File: src/rtl/sdclk_pkg.sv
`timescale 1ns/1ps
// Shared constants and types for the SD card clock generator.
// Assumes: code widths are fixed by the card clock range (2..256, 1..16).
package sdclk_pkg;
    localparam int PRE_CODE_W  = 3;
    localparam int DIV_CODE_W  = 4;
    localparam int INIT_CLOCKS = 80;

    typedef enum logic [1:0] {
        INIT_IDLE    = 2'd0,
        INIT_RUN     = 2'd1,
        INIT_OK      = 2'd2,
        INIT_TIMEOUT = 2'd3
    } sdclk_init_e;
endpackage

File: src/rtl/sdclk_prescale.sv
`timescale 1ns/1ps
// Power-of-two prescale stage: emits one tick every 2^code base cycles while
// run is high. Together with the toggling stage this gives a prescale of
// 2^(code+1). Assumes: code is held steady while run is high.
module sdclk_prescale #(
    parameter int CODE_W = sdclk_pkg::PRE_CODE_W
) (
    input  logic              clk,
    input  logic              rst_n,
    input  logic              run,
    input  logic [CODE_W-1:0] code,
    output logic              tick
);
    localparam int CNT_W = (1 << CODE_W) - 1;

    logic [CNT_W-1:0] limit;
    logic [CNT_W-1:0] cnt_q;

    // Thermometer decode of the code into the terminal count 2^code - 1.
    for (genvar i = 0; i < CNT_W; i++) begin : g_limit
        assign limit[i] = (32'(code) > i);
    end

    assign tick = run && (cnt_q == limit);

    // Count base cycles, wrapping at the terminal count.
    always_ff @(posedge clk) begin
        if (!rst_n || !run) begin
            cnt_q <= '0;
        end else if (tick) begin
            cnt_q <= '0;
        end else begin
            cnt_q <= cnt_q + 1'b1;
        end
    end
endmodule

File: src/rtl/sdclk_divide.sv
`timescale 1ns/1ps
// Linear divisor and output stage: counts prescaler ticks and toggles the
// card clock every (div_code+1) ticks. Starts with a full high phase on
// enable, marks each rising edge with a pulse and raises the stable flag on
// the second rising edge. Assumes: settings are steady while en is high.
module sdclk_divide #(
    parameter int PRE_W = sdclk_pkg::PRE_CODE_W,
    parameter int DIV_W = sdclk_pkg::DIV_CODE_W
) (
    input  logic             clk,
    input  logic             rst_n,
    input  logic             en,
    input  logic             tick,
    input  logic [PRE_W-1:0] pre_code,
    input  logic [DIV_W-1:0] div_code,
    output logic             running,
    output logic             card_clk,
    output logic             clk_pulse,
    output logic             clk_stable
);
    localparam int HALF_W = (1 << PRE_W) - 1 + DIV_W + 1;

    logic [DIV_W-1:0] dcnt_q;
    logic             toggle;

    assign toggle = running && tick && (dcnt_q == div_code);

    // Start, divide and toggle the card clock; track the stable flag.
    always_ff @(posedge clk) begin
        if (!rst_n || !en) begin
            running    <= 1'b0;
            card_clk   <= 1'b0;
            clk_pulse  <= 1'b0;
            clk_stable <= 1'b0;
            dcnt_q     <= '0;
        end else if (!running) begin
            running   <= 1'b1;
            card_clk  <= 1'b1;
            clk_pulse <= 1'b1;
            dcnt_q    <= '0;
        end else begin
            clk_pulse <= 1'b0;
            if (toggle) begin
                dcnt_q   <= '0;
                card_clk <= ~card_clk;
                if (!card_clk) begin
                    clk_pulse  <= 1'b1;
                    clk_stable <= 1'b1;
                end
            end else if (tick) begin
                dcnt_q <= dcnt_q + 1'b1;
            end
        end
    end

    // Checker: each phase must last 2^pre_code*(div_code+1) base cycles.
    logic [HALF_W-1:0] half_len;
    logic [HALF_W-1:0] chk_gap_q;
    assign half_len = (HALF_W'(1) << pre_code) * HALF_W'({1'b0, div_code} + 1'b1);

    // Count cycles since the last card clock edge and compare at each toggle.
    always_ff @(posedge clk) begin
        if (!rst_n || !en || !running) begin
            chk_gap_q <= '0;
        end else if (toggle) begin
            a_r2_half_phase: assert (chk_gap_q == half_len - 1'b1)
                else $error("R2 phase length %0d, expected %0d", chk_gap_q + 1'b1, half_len);
            chk_gap_q <= '0;
        end else begin
            chk_gap_q <= chk_gap_q + 1'b1;
        end
    end

    a_r3_off_low: assert property (@(posedge clk) disable iff (!rst_n)
        !en |=> !card_clk);
    a_r6_stable_off: assert property (@(posedge clk) disable iff (!rst_n)
        !en |=> !clk_stable);
    a_r4_pulse_on_rise: assert property (@(posedge clk) disable iff (!rst_n)
        clk_pulse |-> $rose(card_clk));
    a_r6_stable_needs_run: assert property (@(posedge clk) disable iff (!rst_n)
        $rose(clk_stable) |-> card_clk && $past(running));
endmodule

File: src/rtl/sdclk_initseq.sv
`timescale 1ns/1ps
// Card initialisation sequencer: after a start strobe, counts card clock
// rising-edge pulses; reports done at INIT_CLOCKS pulses or failure after
// TIMEOUT_CYC base cycles. Assumes: clk_pulse is one base cycle wide.
module sdclk_initseq #(
    parameter int INIT_CLOCKS = sdclk_pkg::INIT_CLOCKS,
    parameter int TIMEOUT_CYC = 655360
) (
    input  logic clk,
    input  logic rst_n,
    input  logic start,
    input  logic clk_pulse,
    output logic init_done,
    output logic init_fail
);
    import sdclk_pkg::*;

    localparam int CW = $clog2(INIT_CLOCKS) + 1;
    localparam int TW = $clog2(TIMEOUT_CYC) + 1;

    sdclk_init_e   state_q;
    logic [CW-1:0] cnt_q;
    logic [TW-1:0] tcnt_q;

    // Sequence the burst: count pulses, watch the timeout, latch the result.
    always_ff @(posedge clk) begin
        if (!rst_n) begin
            state_q <= INIT_IDLE;
            cnt_q   <= '0;
            tcnt_q  <= '0;
        end else if (start) begin
            state_q <= INIT_RUN;
            cnt_q   <= '0;
            tcnt_q  <= '0;
        end else if (state_q == INIT_RUN) begin
            if (clk_pulse && (cnt_q == CW'(INIT_CLOCKS - 1))) begin
                state_q <= INIT_OK;
            end else if (tcnt_q == TW'(TIMEOUT_CYC - 1)) begin
                state_q <= INIT_TIMEOUT;
            end else begin
                tcnt_q <= tcnt_q + 1'b1;
                if (clk_pulse) begin
                    cnt_q <= cnt_q + 1'b1;
                end
            end
        end
    end

    assign init_done = (state_q == INIT_OK);
    assign init_fail = (state_q == INIT_TIMEOUT);

    a_r7_done_after_last: assert property (@(posedge clk) disable iff (!rst_n)
        $rose(init_done) |-> $past(clk_pulse) && ($past(cnt_q) == CW'(INIT_CLOCKS - 1)));
    a_r8_fail_at_limit: assert property (@(posedge clk) disable iff (!rst_n)
        $rose(init_fail) |-> ($past(tcnt_q) == TW'(TIMEOUT_CYC - 1)) && !init_done);
    a_r7_start_clears: assert property (@(posedge clk) disable iff (!rst_n)
        start |=> !init_done && !init_fail);
endmodule

File: src/rtl/sd_clkgen.sv
`timescale 1ns/1ps
// SD card clock generator top: holds the division settings (writable only
// while the clock is off), chains the prescale and divide stages and runs
// the initialisation sequencer on the rising-edge pulses.
// Assumes: all inputs are synchronous to clk.
module sd_clkgen #(
    parameter int PRE_W        = sdclk_pkg::PRE_CODE_W,
    parameter int DIV_W        = sdclk_pkg::DIV_CODE_W,
    parameter int RST_PRE_CODE = 7,
    parameter int RST_DIV_CODE = 0,
    parameter int INIT_CLOCKS  = sdclk_pkg::INIT_CLOCKS,
    parameter int TIMEOUT_CYC  = 655360
) (
    input  logic             clk,
    input  logic             rst_n,
    input  logic             clk_en,
    input  logic             cfg_we,
    input  logic [PRE_W-1:0] cfg_pre_code,
    input  logic [DIV_W-1:0] cfg_div_code,
    input  logic             init_start,
    output logic             card_clk,
    output logic             clk_pulse,
    output logic             clk_stable,
    output logic             init_done,
    output logic             init_fail
);
    logic [PRE_W-1:0] pre_q;
    logic [DIV_W-1:0] div_q;
    logic             running;
    logic             tick;

    // Latch new settings only while the card clock is disabled.
    always_ff @(posedge clk) begin
        if (!rst_n) begin
            pre_q <= PRE_W'(RST_PRE_CODE);
            div_q <= DIV_W'(RST_DIV_CODE);
        end else if (cfg_we && !clk_en) begin
            pre_q <= cfg_pre_code;
            div_q <= cfg_div_code;
        end
    end

    sdclk_prescale #(.CODE_W(PRE_W)) u_pre (
        .clk   (clk),
        .rst_n (rst_n),
        .run   (running),
        .code  (pre_q),
        .tick  (tick)
    );

    sdclk_divide #(.PRE_W(PRE_W), .DIV_W(DIV_W)) u_div (
        .clk        (clk),
        .rst_n      (rst_n),
        .en         (clk_en),
        .tick       (tick),
        .pre_code   (pre_q),
        .div_code   (div_q),
        .running    (running),
        .card_clk   (card_clk),
        .clk_pulse  (clk_pulse),
        .clk_stable (clk_stable)
    );

    sdclk_initseq #(.INIT_CLOCKS(INIT_CLOCKS), .TIMEOUT_CYC(TIMEOUT_CYC)) u_init (
        .clk       (clk),
        .rst_n     (rst_n),
        .start     (init_start),
        .clk_pulse (clk_pulse),
        .init_done (init_done),
        .init_fail (init_fail)
    );

    a_r5_cfg_hold: assert property (@(posedge clk) disable iff (!rst_n)
        clk_en && $past(clk_en) |-> $stable(pre_q) && $stable(div_q));
    a_r9_quiet_off: assert property (@(posedge clk) disable iff (!rst_n)
        !running |-> !clk_pulse && !card_clk);
endmodule

File: config.mk
export PLATFORM = sky130hd
export DESIGN_NAME = sd_clkgen
export DESIGN_NICKNAME = d
export VERILOG_FILES = /design/src/rtl/sdclk_pkg.sv /design/src/rtl/sdclk_prescale.sv /design/src/rtl/sdclk_divide.sv /design/src/rtl/sdclk_initseq.sv /design/src/rtl/sd_clkgen.sv
export SDC_FILE = /design/constraint.sdc
export NUM_CORES = 1
export LEC_CHECK = 0
export ABC_CLOCK_PERIOD_IN_PS = 2380
export BUFFER_PORTS_ARGS = -buffer_cell sky130_fd_sc_hd__buf_2
export CAP_MARGIN = 0
export CORE_MARGIN = 4
export CORE_UTILIZATION = 25
export CTS_BUF_LIST = sky130_fd_sc_hd__clkbuf_4 sky130_fd_sc_hd__clkbuf_8
export DETAILED_ROUTE_END_ITERATION = 8
export GPL_ROUTABILITY_DRIVEN = 0
export PLACE_DENSITY_LB_ADDON = 0.12
export SLEW_MARGIN = 20
export SYNTH_ARGS = -nofsm -noshare
export SYNTH_HDL_FRONTEND = slang
export SYNTH_SLANG_ARGS = --single-unit
File: constraint.sdc
create_clock -name clk -period 2.38 [get_ports clk]
set_input_delay 0.238 -clock clk [delete_from_list [all_inputs] [get_ports clk]]
set_output_delay 0.238 -clock clk [all_outputs]
set_load 0.05 [all_outputs]
; ---- Word level (Yosys, flattened, before mapping)
; Index checks and enable logic that the tools add are counted.
[word_totals]
ff_bits = 53
word_cells = 67
output_inout_bits = 5
inputBits = 12
[op_classes]
n_bitwise = 5
mux = 10
eq_ne = 8
add_sub_neg = 4
magnitude_cmp = 7
reduce_logical = 21
[ops]
columns = cell, n
row1 = adder 21 x 1 -> 21 bit (second input constant), 1
row2 = == test 21 x 20 -> 1 bit (second input constant), 1
row3 = > comparator 3 bit (second input constant), 3
row4 = adder 8 x 1 -> 8 bit (second input constant), 1
row5 = == test 8 x 7 -> 1 bit (second input constant), 1
row6 = two-way mux 1 bit, 8
row7 = adder 7 x 1 -> 7 bit (second input constant), 1
row8 = == test 7 bit, 1
row9 = > comparator 3 x 1 -> 1 bit (second input constant), 2
row10 = > comparator 3 x 2 -> 1 bit (second input constant), 2
row11 = AND reduction 3 bit, 2
row12 = logical AND 1 bit, 5
row13 = NOT 1 bit, 5
row14 = adder 4 x 1 -> 4 bit (second input constant), 1
row15 = == test 2 bit (second input constant), 2
row16 = == test 4 bit, 1
row17 = two-way mux 2 bit, 2
row18 = AND reduction 2 bit, 2
row19 = AND reduction 4 bit, 1
row20 = nonzero test 2 bit, 2
row21 = OR reduction 2 bit, 2
row22 = logical NOT 1 bit, 3
row23 = nonzero test 3 bit, 1
row24 = OR reduction 3 bit, 1
row25 = 3 further kinds, 4

; ---- Logic depth before layout (Yosys ltp)
; Gate-level depths: netlist of the first run.
[depth]
depth_word = 7
depth_mapped = 8
mapped_depth_nobuf = 6

; ---- By module
; From an unflattened synthesis of the first run, not the netlist that was laid out.
[unflattened]
cells_unflattened = 298
area_unflattened_um2 = 2780.2
[by_module_without_submodules]
columns = module, seq_area_each_um2, area_each_um2, cells_each, instances
row1 = sdclk_initseq, 620.6, 1655.3, 179, 1
row2 = sdclk_prescale, 140.1, 498.0, 54, 1
row3 = sdclk_divide, 160.2, 330.3, 34, 1
row4 = sd_clkgen, 140.1, 296.5, 31, 1

; ---- Least setup slack after synthesis of the first run
; OpenSTA, ideal clock, no wires.
[synth_path]
path_type = flip-flop to flip-flop
from = register u_init.tcnt_q[0]
to = register u_init.tcnt_q[17]
synth_period_minus_slack_ns = 2.042
path_buffers = 2
required_time_ns = 2.248
path_slack_ns = 0.338
arrival_time_ns = 1.910
path_stages_with_launch = 9
setup_time_ns = 0.132
cell_sequence = dfxtp_1 > ha_1 > and3_1 > and3_4 > buf_6 > a211o_1 > buf_2 > o41ai_1 > a21oi_1
[synth_between]
elab_chain_len = 3
elab_cells_between_ends = 4
classes_between = add/sub (1) / eq/ne (1) / bitwise (1) / reduce/logical (1)
[synth_rtl]
columns = item, line
row1 = from (decl), sdclk_initseq.sv:23  ; logic [TW-1:0] tcnt_q;
row2 = from (signal assigned), sdclk_initseq.sv:41  ; tcnt_q <= tcnt_q + 1'b1;
row3 = "parallel branches: the longest is 3 deep, another holds adder 21 x 1 -> 21 bit", --
; Parallel ways; which one is timed is not known.
; A chain may end at the register's enable or synchronous reset.

; ---- Worst setup path in the final report of the first run
[layout_path]
from = register u_init.tcnt_q[0]
to = register u_init.tcnt_q[11]
; The elaborated chain is that of the path after synthesis.

==> flow_summary.toml, run 1 <==
[clock_tree]
cts_resized = 0
clkSinkCount = 53
clk_pin_slew_ns = 0.09
clk_latency_ns = 0.30
post_cts_buffers = 0
cts_buffers = 5
htreeDepth = 2
clock_tree.buffer_depth = 2
ctsHoldBuffers = 0
cts-root-buf = "clkbuf_8"
cts_tree = "built"

[yosys]
synth-seq-area-share = 0.391
synth_area_leaders = "dfxtp_1 39%, xnor2_1 6.1%, nand2_1 5.1%"
synth_nets = 334
synth_area_um2 = 2710
netlist_top_cells_count = "53 x dfxtp_1, 37 x nand2_1, 25 x nor2_1"
synth_cell_types = 58
syn_inst = 318
synth_top_cell_area_share = 0.391
yosysWarningCount = 0
synth-main-ff-cell = "dfxtp_1"
yosys.area.top_type = "dfxtp_1"
avgSynthCellArea_um2 = 8.53
yosys.cell_count.top_type = "dfxtp_1"
ys_ff_latch = 53
synthArstFlopShare = 0
synth_edf_count = 0

[setup_path]
endpoint_kind = "flop"
required_ns = 2.62
cp-start-kind = "flop"
path_max_fanout = 16
arrival_ns = 2.43
r2r_cells = 6
criticalPathCategory = "reg -> reg"

[floorplanning]
initial_core_util = 0.259
die_w_um = 112
io-pin-count = 17
dieArea_um2 = 12600
dieHeight_um = 112
coreArea_um2 = 10500
fp-row-count = 37

[sta]
fin_crit_sh = 0.922
hold_violations = 0
fmax_ghz = 0.456
setup_viol = 0
tns_ns = 0
drv_slew = 0
relSlewSlack = 0.582
tightest_slew_ns = 0.626
rsz0062_at_grt = "false"
fin_skew_ns = 0.00561
fin_crit_ns = 2.19

[min_path]
hold_class = "in -> reg"
holdPathStages = 3

[power_and_ir_drop]
p_leak_nw = 1.07
power_density_nw_per_um2 = 540
ir_worst_vdd_uv = 205

[placed_design]
placed_area_um2 = 2970
io_buffers = 16
hpwl_um = 4600

[global_routing]
grt_use_total = 0.105
grt_max_degree = 31
grt_pass1_wl_um = 11000
antenna_found_initial = 0
grt-ovfl-total = 0
grt_pass1_vias = 2195

[flow_run]
maxCapViolations = 0

[status]
status = "complete, no violations"

[route]
drt_iter0_drc = 78
first_pass_iters = 4
ant_nets = 0
routed-via-count = 2311
wl_per_cell_um = 13.5
drc = 0
drt-total-wl_um = 6420
viasPerCell = 4.88

[finish]
design_area_um2 = 3090
layout.nets = 353
antenna_cells = 0
final_util = 0.295
drive_above_1_share = 0.124
areaGrowthSynthToFinish_pct = 13.8
[layout make-up]
type	count	area [µm²]
clock buffer	7	90.1
clock inverter	1	30.0
fill	1175	7370
inverter	8	30.0
multi-input combinational	243	1550
sequential	53	1060
tap	136	170
timing repair buffer	26	155
[path summary, 6_finish.rpt]
path                     from                end  slack (ns)
max reg2reg  u_init.tcnt_q[0]  u_init.tcnt_q[11]        0.19
min           cfg_pre_code[2]           pre_q[2]        0.14
max          u_init.tcnt_q[0]  u_init.tcnt_q[11]        0.19
min reg2reg  u_div.clk_stable   u_div.clk_stable        0.46
[sequential cells by signal, summed over array words and instances (netlist names)]
signal,count
u_init.tcnt_q,21
u_init.cnt_q,8
u_pre.cnt_q,7
div_q,4
u_div.dcnt_q,4
pre_q,3
u_init.state_q,2
u_div.card_clk,1
u_div.clk_pulse,1
u_div.clk_stable,1
u_div.running,1
[layer usage]
metal	GRT usage	part of all wire
met1	0.145	0.51
met5	0	0
met2	0.167	0.45
met4	0.0288	0.0086
met3	0.0194	0.034
[metrics by stage]
step / cells / total power [mW] / hold WS (ns) / setup WS [ns]
after floorplan: 318 / 1.00 / 0.362 / 0.338
after global placement: 466 / 1.04 / 0.447 / 0.238
after detailed placement: 466 / 1.04 / 0.442 / 0.202
after CTS: 474 / 1.71 / 0.122 / 0.155
after global routing: 474 / 1.75 / 0.132 / 0.0225
final: 474 / 1.67 / 0.135 / 0.186
[power breakdown]
part | total [mW] | leakage (nW) | switching, mW | internal, mW
Sequential | 0.918 | 0.429 | 0.0189 | 0.899
Combinational | 0.102 | 0.577 | 0.0638 | 0.0380
Clock | 0.647 | 0.0619 | 0.292 | 0.355
[logic make-up (layout without fill, tap and decap cells)]
kind of cell	Yosys count	count (layout)	share of synthesized area
AOI/OAI and AO/OA	72	72	0.187
xor gates and xnor gates	27	27	0.0872
adders and majority gates	4	4	0.0185
buffers and inverters	22	42	0.0369
DFF	53	53	0.391
muxes	1	1	0.00369
and+or+nand+nor	139	139	0.275
[worst max-delay path, stage by stage (launching register included)]
cell and delay, ns:
dfxtp_1 0.35, ha_1 0.23, and3_1 0.23, and3_4 0.16, a211o_1 0.47, or4_1 0.55, a21oi_1 0.14
[cells in the final DEF (no fill, tap or decap), types with 4 or more instances in the layout]
master     n
nand2_1   37
a21boi_0   5
xor2_1     8
o21ai_0    4
and4_1     6
or4_1      4
a21oi_1   20
or3_1      6
nor2b_1    7
dfxtp_1   53
nor3_1     6
xnor2_1   19
nand3_1   11
buf_4     10
and3_1     6
clkbuf_8   6
nor2_1    25
inv_1      8
nand4_1    9
o31ai_1    5
a211oi_1   7
buf_2     16
ha_1       4
No activity file was read; power rests on OpenSTA's default activity.
==> inputs of run 2 (changes only) <==
--- a/config.mk
+++ b/config.mk
@@ -9,7 +9,7 @@
 export BUFFER_PORTS_ARGS = -buffer_cell sky130_fd_sc_hd__buf_2
 export CAP_MARGIN = 0
 export CORE_MARGIN = 4
-export CORE_UTILIZATION = 25
+export CORE_UTILIZATION = 60
 export CTS_BUF_LIST = sky130_fd_sc_hd__clkbuf_4 sky130_fd_sc_hd__clkbuf_8
 export DETAILED_ROUTE_END_ITERATION = 8
 export GPL_ROUTABILITY_DRIVEN = 0
==> run 2 against run 1 <==
Net effect:
- final area down 3.6%
- wire length decreased by 14%
- fmax up 1.1%
- first-iteration DRC count grew 110%
- sequential cell count stayed put
- register-to-register slack better by 0.02 ns
- clock-buffer cell count stayed put
- clock skew grew 0.00067 ns
- critical path depth did not move
- core utilization up 39 points
- die area decreased by 55%
- sequential power hardly changed
==> flow_summary.toml, run 2 (synthesis gave the netlist of run 1 again) <==
[route]
viasPerCell = 5.98
drt-total-wl_um = 5490
first_pass_iters = 4
drc = 0
routed-via-count = 2326
ant_nets = 0
drt_iter0_drc = 162
wl_per_cell_um = 14.1

[floorplanning]
io-pin-count = 17
initial_core_util = 0.623
die_w_um = 75.2
dieHeight_um = 75.2
dieArea_um2 = 5660
coreArea_um2 = 4350
fp-row-count = 24

[min_path]
hold_class = "in -> reg"

[global_routing]
antenna_found_initial = 0
grt_pass1_vias = 2029
grt_max_degree = 19
grt.busiest_layer = "met2"
grt_use_total = 0.212
grt_use_met3 = 0.0481
grt-ovfl-total = 0
gr-usage-met2 = 0.359
grt_pass1_wl_um = 9360
grt_use_met1 = 0.276

[sta]
drv_slew = 0
rsz0062_at_grt = "false"
setup_slack_ns = 0.210
hold_violations = 0
tightest_slew_ns = 0.665
fin_crit_sh = 0.912
hold_slack_ns = 0.141
setup_viol = 0
relSlewSlack = 0.556
fmax_ghz = 0.461
fin_crit_ns = 2.17
tns_ns = 0
fin_skew_ns = 0.00627

[flow_run]
maxCapViolations = 0

[power_and_ir_drop]
power_density_nw_per_um2 = 556
ir_worst_vdd_uv = 344
p_leak_nw = 1.06

[finish]
multi_input_area_um2 = 1550
drive_above_1_share = 0.122
final_cell_mix = "53 x dfxtp_1, 37 x nand2_1, 25 x nor2_1"
areaGrowthSynthToFinish_pct = 9.69
seq_area_um2 = 1060
final_common_cell = "dfxtp_1"
regMostFlops = "u_init.tcnt_q"
design_area_um2 = 2980
antenna_cells = 0
final_util = 0.683
fill_cells = 364
layout.nets = 352
largest_reg_flops = 21
largestRegisters = "u_init.tcnt_q: 21 flops, u_init.cnt_q: 8 flops, u_pre.cnt_q: 7 flops"

[status]
status = "complete, no violations"

[clock_tree]
post_cts_buffers = 0
cts_buffers = 5
cts_resized = 0
clk_latency_ns = 0.30
clk_pin_slew_ns = 0.09
cts-root-buf = "clkbuf_8"
cts_tree = "built"
htreeDepth = 2
clock_tree.buffer_depth = 2
clkSinkCount = 53
ctsHoldBuffers = 0

[setup_path]
cp-start-kind = "flop"
cp-startpoint = "u_init.tcnt_q[0]"
r2r_cells = 6
criticalPathCategory = "reg -> reg"
required_ns = 2.62
arrival_ns = 2.41
path_max_fanout = 16
ff2ff_setup_slack_ns = 0.21
cp-endpoint = "u_init.tcnt_q[11]"
r2r-start = "u_init.tcnt_q[0]"
endpoint_kind = "flop"
r2r_end = "u_init.tcnt_q[11]"

[placed_design]
placed_area_um2 = 2860
hpwl_um = 4050
post-place-ws_ns = 0.246
io_buffers = 16
## run 2: cell count changes in the layout (fill, tap and decap cells not counted), sizes merged
cell	previous run	this run
buf	26	25
## run 2: cell type report
class,count,area share
clock inverters,1,0.0101
clock buffers,7,0.0303
flip-flops and latches,53,0.357
multi-input cells,243,0.521
repair buffers,25,0.0496
well taps,52,0.0219
inverters,8,0.0101
## run 2: worst min path at each step
stage / from / end / depth (start not counted)
floorplan: init_start / u_init.state_q[0] / 1
global placement: u_div.clk_stable / u_div.clk_stable / 2
detailed placement: cfg_pre_code[1] / pre_q[1] / 3
CTS: cfg_pre_code[1] / pre_q[1] / 3
global route: cfg_pre_code[1] / pre_q[1] / 3
finish: cfg_pre_code[1] / pre_q[1] / 3
## run 2: report_power, final
part / switching [mW] / internal (mW) / total [mW] / leakage, nW
Clock: 0.282 / 0.355 / 0.637 / 0.0619
Combinational: 0.0619 / 0.0394 / 0.101 / 0.573
Sequential: 0.0180 / 0.899 / 0.917 / 0.429
## run 2: metal layers
layer,vias to the layer above,routed length [µm]
met3,7,233
met2,57,2650
met5,-,0
met1,1060,2560
li1,1202,-
met4,0,53
## run 2: worst max-delay path, stage by stage (launching register included)
cell and delay (ns):
dfxtp_1 0.35, ha_1 0.23, and3_1 0.23, and3_4 0.16, a211o_1 0.45, or4_1 0.55
a21oi_1 0.14
## run 2: stage by stage
stage,cells,power [mW]
final,389,1.65
after global placement,381,1.04
after detailed placement,381,1.04
after floorplan,318,1.00
after CTS,389,1.67
after global routing,389,1.73
